`src/rtl/rss_pkg.sv`:
```
package rss_pkg;
  localparam int ROW_W  = 96;
  localparam int IDX_W  = $clog2(ROW_W);
  localparam int L2_W   = 5;
  localparam int L3_W   = 6;
  localparam int L2_OFS = 2;
  localparam int L3_OFS = 2;
  localparam int BN_W   = 8;
  localparam int CAP_W  = $clog2(ROW_W + 1);

  typedef struct packed {
    logic [IDX_W-1:0] code;
    logic [L2_W-1:0]  l2;
    logic [L3_W-1:0]  l3;
    logic [BN_W-1:0]  bn;
    logic             cb;
  } pkt_t;
endpackage

```
`src/rtl/rss_prio_enc.sv`:
```
module rss_prio_enc #(
  parameter int W  = 96,
  parameter int IW = $clog2(W)
) (
  input  logic [W-1:0]  vec_i,
  output logic [IW-1:0] idx_o,
  output logic          any_o
);
  // ascending scan: last hit is the highest set bit
  always_comb begin
    idx_o = '0;
    any_o = 1'b0;
    for (int i = 0; i < W; i++) begin
      if (vec_i[i]) begin
        idx_o = IW'(i);
        any_o = 1'b1;
      end
    end
  end
endmodule

```
`src/rtl/rss_pad_win.sv`:
```
module rss_pad_win #(
  parameter int ROW_W = 96,
  parameter int IW    = $clog2(ROW_W),
  parameter int WIN_W = 5,
  parameter int OFS   = 2
) (
  input  logic [ROW_W-1:0] row_i,
  input  logic [IW-1:0]    idx_i,
  output logic [WIN_W-1:0] win_o
);
  localparam int EXT_W = ROW_W + WIN_W + OFS;

  logic [EXT_W-1:0] ext;

  // zero guard bands on both sides so edge roads read 0 outside the row
  generate
    if (OFS > 0) begin : g_lo_pad
      assign ext = {{WIN_W{1'b0}}, row_i, {OFS{1'b0}}};
    end else begin : g_no_pad
      assign ext = {{WIN_W{1'b0}}, row_i};
    end
  endgenerate

  assign win_o = ext[idx_i +: WIN_W];
endmodule

```
`src/rtl/rss_sat_cnt.sv`:
```
module rss_sat_cnt #(
  parameter int W = 29
) (
  input  logic         clk_i,
  input  logic         rst_ni,
  input  logic         clr_i,
  input  logic         inc_i,
  output logic [W-1:0] cnt_o
);
  localparam logic [W-1:0] MAX = '1;

  always_ff @(posedge clk_i or negedge rst_ni) begin
    if (!rst_ni)                       cnt_o <= '0;
    else if (clr_i)                    cnt_o <= '0;
    else if (inc_i && (cnt_o != MAX))  cnt_o <= cnt_o + W'(1);
  end


  clr_zero_chk: assert property (@(posedge clk_i) disable iff (!rst_ni)
    clr_i |=> (cnt_o == '0));


  sat_hold_chk: assert property (@(posedge clk_i) disable iff (!rst_ni)
    (!clr_i && cnt_o == MAX) |=> (cnt_o == MAX));


  unit_step_chk: assert property (@(posedge clk_i) disable iff (!rst_ni)
    !clr_i |=> (cnt_o == $past(cnt_o)) || (cnt_o == $past(cnt_o) + W'(1)));
endmodule

```
`src/rtl/road_start_serializer.sv`:
```
module road_start_serializer
  import rss_pkg::*;
#(
  parameter int CNT_W = 29
) (
  input  logic              clk_i,
  input  logic              rst_ni,
  input  logic              fifo_empty_i,
  output logic              fifo_pop_o,
  input  logic [ROW_W-1:0]  ev_rsf_i,
  input  logic [ROW_W-1:0]  ev_pad2_i,
  input  logic [ROW_W-1:0]  ev_pad3_i,
  input  logic [BN_W-1:0]   ev_bn_i,
  input  logic              ev_cb_i,
  input  logic [CAP_W-1:0]  cap_i,
  output logic              out_valid_o,
  input  logic              out_ready_i,
  output logic [IDX_W-1:0]  out_code_o,
  output logic [L2_W-1:0]   out_l2_o,
  output logic [L3_W-1:0]   out_l3_o,
  output logic [BN_W-1:0]   out_bn_o,
  output logic              out_cb_o,
  input  logic              cnt_clr_i,
  output logic [CNT_W-1:0]  pkt_cnt_o
);
  // working copy of the current event
  logic              work_v;
  logic [ROW_W-1:0]  w_rsf, w_p2, w_p3;
  logic [BN_W-1:0]   w_bn;
  logic              w_cb;
  logic [CAP_W-1:0]  w_sent;

  logic [IDX_W-1:0]  enc_idx;
  logic              enc_any;
  logic              under_cap, issue, pop;

  // stage 1: encode
  logic              e_v;
  logic [IDX_W-1:0]  e_idx;
  logic [ROW_W-1:0]  e_p2, e_p3;
  logic [BN_W-1:0]   e_bn;
  logic              e_cb;

  // stage 2: select
  logic              s_v;
  pkt_t              s_pkt;
  logic [L2_W-1:0]   win2;
  logic [L3_W-1:0]   win3;

  // stage 3: output register
  logic              o_v;
  pkt_t              o_pkt;

  logic              o_adv, s_adv, e_adv;

  assign o_adv = !o_v || out_ready_i;
  assign s_adv = !s_v || o_adv;
  assign e_adv = !e_v || s_adv;

  rss_prio_enc #(.W(ROW_W), .IW(IDX_W)) u_enc (
    .vec_i (w_rsf),
    .idx_o (enc_idx),
    .any_o (enc_any)
  );

  assign under_cap = (cap_i == '0) || (w_sent < cap_i);
  assign issue     = work_v && enc_any && under_cap && e_adv;
  assign pop       = !fifo_empty_i && (!work_v || !enc_any || !under_cap);
  assign fifo_pop_o = pop;

  always_ff @(posedge clk_i or negedge rst_ni) begin
    if (!rst_ni) begin
      work_v <= 1'b0;
      w_rsf  <= '0;
      w_p2   <= '0;
      w_p3   <= '0;
      w_bn   <= '0;
      w_cb   <= 1'b0;
      w_sent <= '0;
    end else if (pop) begin
      work_v <= 1'b1;
      w_rsf  <= ev_rsf_i;
      w_p2   <= ev_pad2_i;
      w_p3   <= ev_pad3_i;
      w_bn   <= ev_bn_i;
      w_cb   <= ev_cb_i;
      w_sent <= '0;
    end else if (issue) begin
      w_rsf  <= w_rsf & ~(ROW_W'(1) << enc_idx);
      w_sent <= w_sent + CAP_W'(1);
    end else if (work_v && (!enc_any || !under_cap)) begin
      work_v <= 1'b0;
    end
  end

  always_ff @(posedge clk_i or negedge rst_ni) begin
    if (!rst_ni) begin
      e_v   <= 1'b0;
      e_idx <= '0;
      e_p2  <= '0;
      e_p3  <= '0;
      e_bn  <= '0;
      e_cb  <= 1'b0;
    end else if (e_adv) begin
      e_v <= issue;
      if (issue) begin
        e_idx <= enc_idx;
        e_p2  <= w_p2;
        e_p3  <= w_p3;
        e_bn  <= w_bn;
        e_cb  <= w_cb;
      end
    end
  end

  rss_pad_win #(.ROW_W(ROW_W), .IW(IDX_W), .WIN_W(L2_W), .OFS(L2_OFS)) u_win2 (
    .row_i (e_p2),
    .idx_i (e_idx),
    .win_o (win2)
  );

  rss_pad_win #(.ROW_W(ROW_W), .IW(IDX_W), .WIN_W(L3_W), .OFS(L3_OFS)) u_win3 (
    .row_i (e_p3),
    .idx_i (e_idx),
    .win_o (win3)
  );

  always_ff @(posedge clk_i or negedge rst_ni) begin
    if (!rst_ni) begin
      s_v   <= 1'b0;
      s_pkt <= '0;
    end else if (s_adv) begin
      s_v   <= e_v;
      s_pkt <= '{code: e_idx, l2: win2, l3: win3, bn: e_bn, cb: e_cb};
    end
  end

  always_ff @(posedge clk_i or negedge rst_ni) begin
    if (!rst_ni) begin
      o_v   <= 1'b0;
      o_pkt <= '0;
    end else if (o_adv) begin
      o_v   <= s_v;
      o_pkt <= s_pkt;
    end
  end

  assign out_valid_o = o_v;
  assign out_code_o  = o_pkt.code;
  assign out_l2_o    = o_pkt.l2;
  assign out_l3_o    = o_pkt.l3;
  assign out_bn_o    = o_pkt.bn;
  assign out_cb_o    = o_pkt.cb;

  rss_sat_cnt #(.W(CNT_W)) u_cnt (
    .clk_i  (clk_i),
    .rst_ni (rst_ni),
    .clr_i  (cnt_clr_i),
    .inc_i  (o_v && out_ready_i),
    .cnt_o  (pkt_cnt_o)
  );


  enc_top_chk: assert property (@(posedge clk_i) disable iff (!rst_ni)
    enc_any |-> ((w_rsf >> enc_idx) == ROW_W'(1)));


  stall_hold_chk: assert property (@(posedge clk_i) disable iff (!rst_ni)
    (o_v && !out_ready_i) |=> (o_v && $stable(o_pkt)));
endmodule

```
`config.mk`:
```
export PLATFORM = sky130hd
export DESIGN_NAME = road_start_serializer
export DESIGN_NICKNAME = d
export VERILOG_FILES = /design/src/rtl/rss_pkg.sv /design/src/rtl/rss_prio_enc.sv /design/src/rtl/rss_pad_win.sv /design/src/rtl/rss_sat_cnt.sv /design/src/rtl/road_start_serializer.sv
export SDC_FILE = /design/constraint.sdc
export NUM_CORES = 2
export LEC_CHECK = 0
export BUFFER_PORTS_ARGS = -buffer_cell sky130_fd_sc_hd__buf_2
export CAP_MARGIN = 20
export CORE_MARGIN = 5
export CORE_UTILIZATION = 30
export DETAILED_ROUTE_END_ITERATION = 10
export GPL_ROUTABILITY_DRIVEN = 0
export PLACE_DENSITY = 0.53
export SYNTH_ARGS = -nofsm -noshare
export SYNTH_HDL_FRONTEND = slang
export SYNTH_SLANG_ARGS = --single-unit
```
`constraint.sdc`:
```
create_clock -name clk_i -period 3.46 [get_ports clk_i]
set_input_delay 0.173 -clock clk_i [delete_from_list [all_inputs] [get_ports clk_i]]
set_output_delay 0.173 -clock clk_i [all_outputs]
set_load 0.02 [all_outputs]
```
==> results_dict.tcl <==
set metrics [dict create \
    status "completed" \
    antenna_found_initial 1 \
    htreeDepth 3 \
    yosys_most_used_dff "dfrtp_1" \
    cts_root_buffer "clkbuf_16" \
    grt.overflow.total 0 \
    first_global_vias 26872 \
    slew_headroom_pct 46.98 \
    cp.arrival_ps 3150 \
    synth_edf_count 0 \
    max_freq_mhz 300.7 \
    worst_ep_required_time_ps 3290 \
    core-area_um2 103900 \
    crit_end "fifo_pop_o" \
    cp-end-kind "primary output" \
    fin_skew_ps 27.86 \
    seq_area_frac_synth_pct 47.62 \
    post-route-period-util_pct 96.10 \
    clock_path_buffers 3 \
    crit_type "register to primary output" \
    cts_tree "built" \
    fin_crit_ps 3325 \
    final_cells 5339 \
    drtIter0Drc 1801 \
    cp-start-kind "register" \
    numPortBuffers 366 \
    holdWs_ps 57.58 \
    tightest_slew_ps 795.2 \
    hold_viol 0 \
    rsz0062_at_grt "true" \
    dp_cells 4896 \
    power.total_mw 38.66 \
    min_path_cells 4 \
    startpoint "w_rsf[48]$_DFFE_PN0P_" \
    finalSetupViolations 0 \
    dieWidth_um 333.9 \
    yosysUniqueCellTypes 80 \
    synth_area_leader_cell "dfrtp_1" \
    num_vias 26194 \
    critPathMaxFanout 37 \
    power.leakage_nw 19.37 \
    fillers 10362 \
    ios 367 \
    ys_ff_latch 599 \
    power_density_nw_per_um2 941.1 \
    antenna_left 0 \
    clkLatencyLatePin_ps 640 \
    syn_area_per_cell_um2 9.677 \
    synthArstFlopShare_pct 100.0 \
    drive_gt1_share_pct 22.24 \
    dieArea_um2 111500 \
    start_util_pct 30.29 \
    via_per_inst 4.906 \
    cts_buffers 74 \
    syn2layout_area_growth_pct 30.50 \
    synth.top_cell.area_share_pct 47.62 \
    grt_pass1_wl_mm 160.3 \
    rows 118 \
    netlist_area_um2 31480 \
    die_y_um 333.9 \
    reg2reg_slack_ps 370 \
    clkTransAtPathRegs_ps 60 \
    layout_common_cells "nand2_1 (1329), dfrtp_1 (593), buf_2 (365)" \
    finalWirelength_mm 102.6 \
    synth_nets 3570 \
    max_cap_violations 0 \
    final_common_cell "nand2_1" \
    vdd.ir_drop.worst_v 0.0005980 \
    drc 0 \
    grt_max_degree 88 \
    r2r-end "w_rsf[28]$_DFFE_PN0P_" \
    rr_worst_depth 9 \
    drt_first_pass_iters 5 \
    ys_top_cells_by_area "dfrtp_1 (48%), nand2_1 (16%), mux4_2 (11%)" \
    finalNetCount 4214 \
    wl_per_cell_um 19.21 \
    synth_cells 3253 \
    hp-class "input port to register" \
    slew_viol_final 0 \
    dp_hpwl_mm 72.46 \
    grt_usage_pct 18.09 \
    r2r-start "w_rsf[56]$_DFFE_PN0P_" \
    yosys_warnings 0 \
    cts_sinks 599 \
]
## synth_stat cells, types with 7 or more instances
library cell  number
xnor2_1            9
o31ai_1            9
o311ai_1           8
nand2_1         1330
nand2b_1          12
o221ai_1          10
or4_1              8
buf_2            107
o21ai_0           72
mux2i_1          162
inv_1             30
buf_4             16
dfrtp_1          599
mux4_2           160
buf_1              8
nor2_1           114
buf_6              8
nand4_1           18
o211ai_1          16
a22oi_1           14
o21ai_1           15
ha_1               8
or3_1              7
a21oi_1           91
nor2b_1           14
and3_1            18
mux2_2            76
nand3_1           20
clkbuf_1          69
xor2_1            19
a31oi_1           16
a221o_1            7
a211oi_1          24
nor4_1            31
nor3_1            24
## state kept, by name, summed over array words and instances (netlist names)
| signal | cells |
|---|---|
| e_idx | 7 |
| e_cb | 1 |
| out_l3_o | 6 |
| w_p2 | 96 |
| out_l2_o | 5 |
| e_v | 1 |
| u_cnt.cnt_o | 29 |
| w_bn | 8 |
| w_rsf | 96 |
| out_code_o | 7 |
| e_p2 | 96 |
| out_bn_o | 8 |
| s_v | 1 |
| out_valid_o | 1 |
| w_p3 | 96 |
| w_sent | 7 |
| e_bn | 8 |
| out_cb_o | 1 |
| s_pkt | 27 |
| e_p3 | 96 |
| w_cb | 1 |
| work_v | 1 |
## metrics by stage
step / cell area (um2) / TNS [ps] / util [%] / setup WS, ps
final: 41080 / 0 / 39.52 / 134.9
after global routing: 41080 / -28.32 / 39.52 / -28.32
after CTS: 40990 / 0 / 39.43 / 11.84
after detailed placement: 35360 / 0 / 34.02 / 270.0
after global placement: 35360 / 0 / 34.02 / 313.6
after floorplan: 31480 / 0 / - / 821.6
## where the power goes
part	switching, mW	internal [mW]
clock network	3.20	5.00
logic	9.28	8.02
registers	3.15	10.0
total	15.6	23.0
## critical path, cell delays in order, from the launching register on
cell and delay [ps]:
dfrtp_1 430, nor4_2 400, nand3_1 240, or3_1 500
o221ai_4 200, nand2b_4 110, inv_8 150, buf_12 210
buf_2 210
## cells by family (layout without fill, tap and decap cells)
logic type / Yosys count / after routing / synth area share, %
compound gates: 345 / 345 / 7.166
mux: 398 / 398 / 19.32
buf+inv: 242 / 946 / 3.692
xor+xnor: 28 / 28 / 0.7790
other cells: 0 / 2 / 0
flops: 599 / 599 / 47.62
fa+ha+maj: 8 / 8 / 0.3180
simple gates: 1633 / 1633 / 21.11
## worst min-delay path by stage
stage	startpoint	slack (ps)	end
after floorplan	rst_ni	-120	e_bn[0]$_DFFE_PN0P_
after global placement	rst_ni	270	w_p3[65]$_DFFE_PN0P_
after detailed placement	rst_ni	270	w_p3[65]$_DFFE_PN0P_
after CTS	out_ready_i	30	e_v$_DFFE_PN0N_
after global routing	out_ready_i	50	e_v$_DFFE_PN0N_
final	out_ready_i	60	e_v$_DFFE_PN0N_
## timing repair
action,4_1_cts,5_1_grt
hold buffers,300,0
endpoints found under the hold margin,397,0
endpoints found under the setup margin,1,3
pin swaps,1,2
setup buffers,1,4
resized for setup,5,9
## final cells by class
type | instances | area, um2 | share of cell area (%)
Clock buffer | 109 | 2217 | 5.397
Multi-Input combinational cell | 2412 | 15450 | 37.61
Clock inverter | 27 | 366.6 | 0.8924
Sequential cell | 599 | 15000 | 36.52
Antenna cell | 2 | 5.005 | 0.01218
Tap cell | 1380 | 1727 | 4.203
Inverter | 34 | 135.1 | 0.3289
Timing Repair Buffer | 776 | 6175 | 15.03
## per-layer routing
| layer | GRT usage (%) | vias to the layer above | wire, um |
|---|---|---|---|
| met3 | 3.092 | 143 | 5033 |
| met1 | 24.84 | 12905 | 46390 |
| met4 | 5.506 | 0 | 2758 |
| met2 | 29.48 | 627 | 48390 |
| li1 | - | 12519 | - |
| met5 | 0 | - | 0 |
No activity file was read; power rests on OpenSTA's default activity.
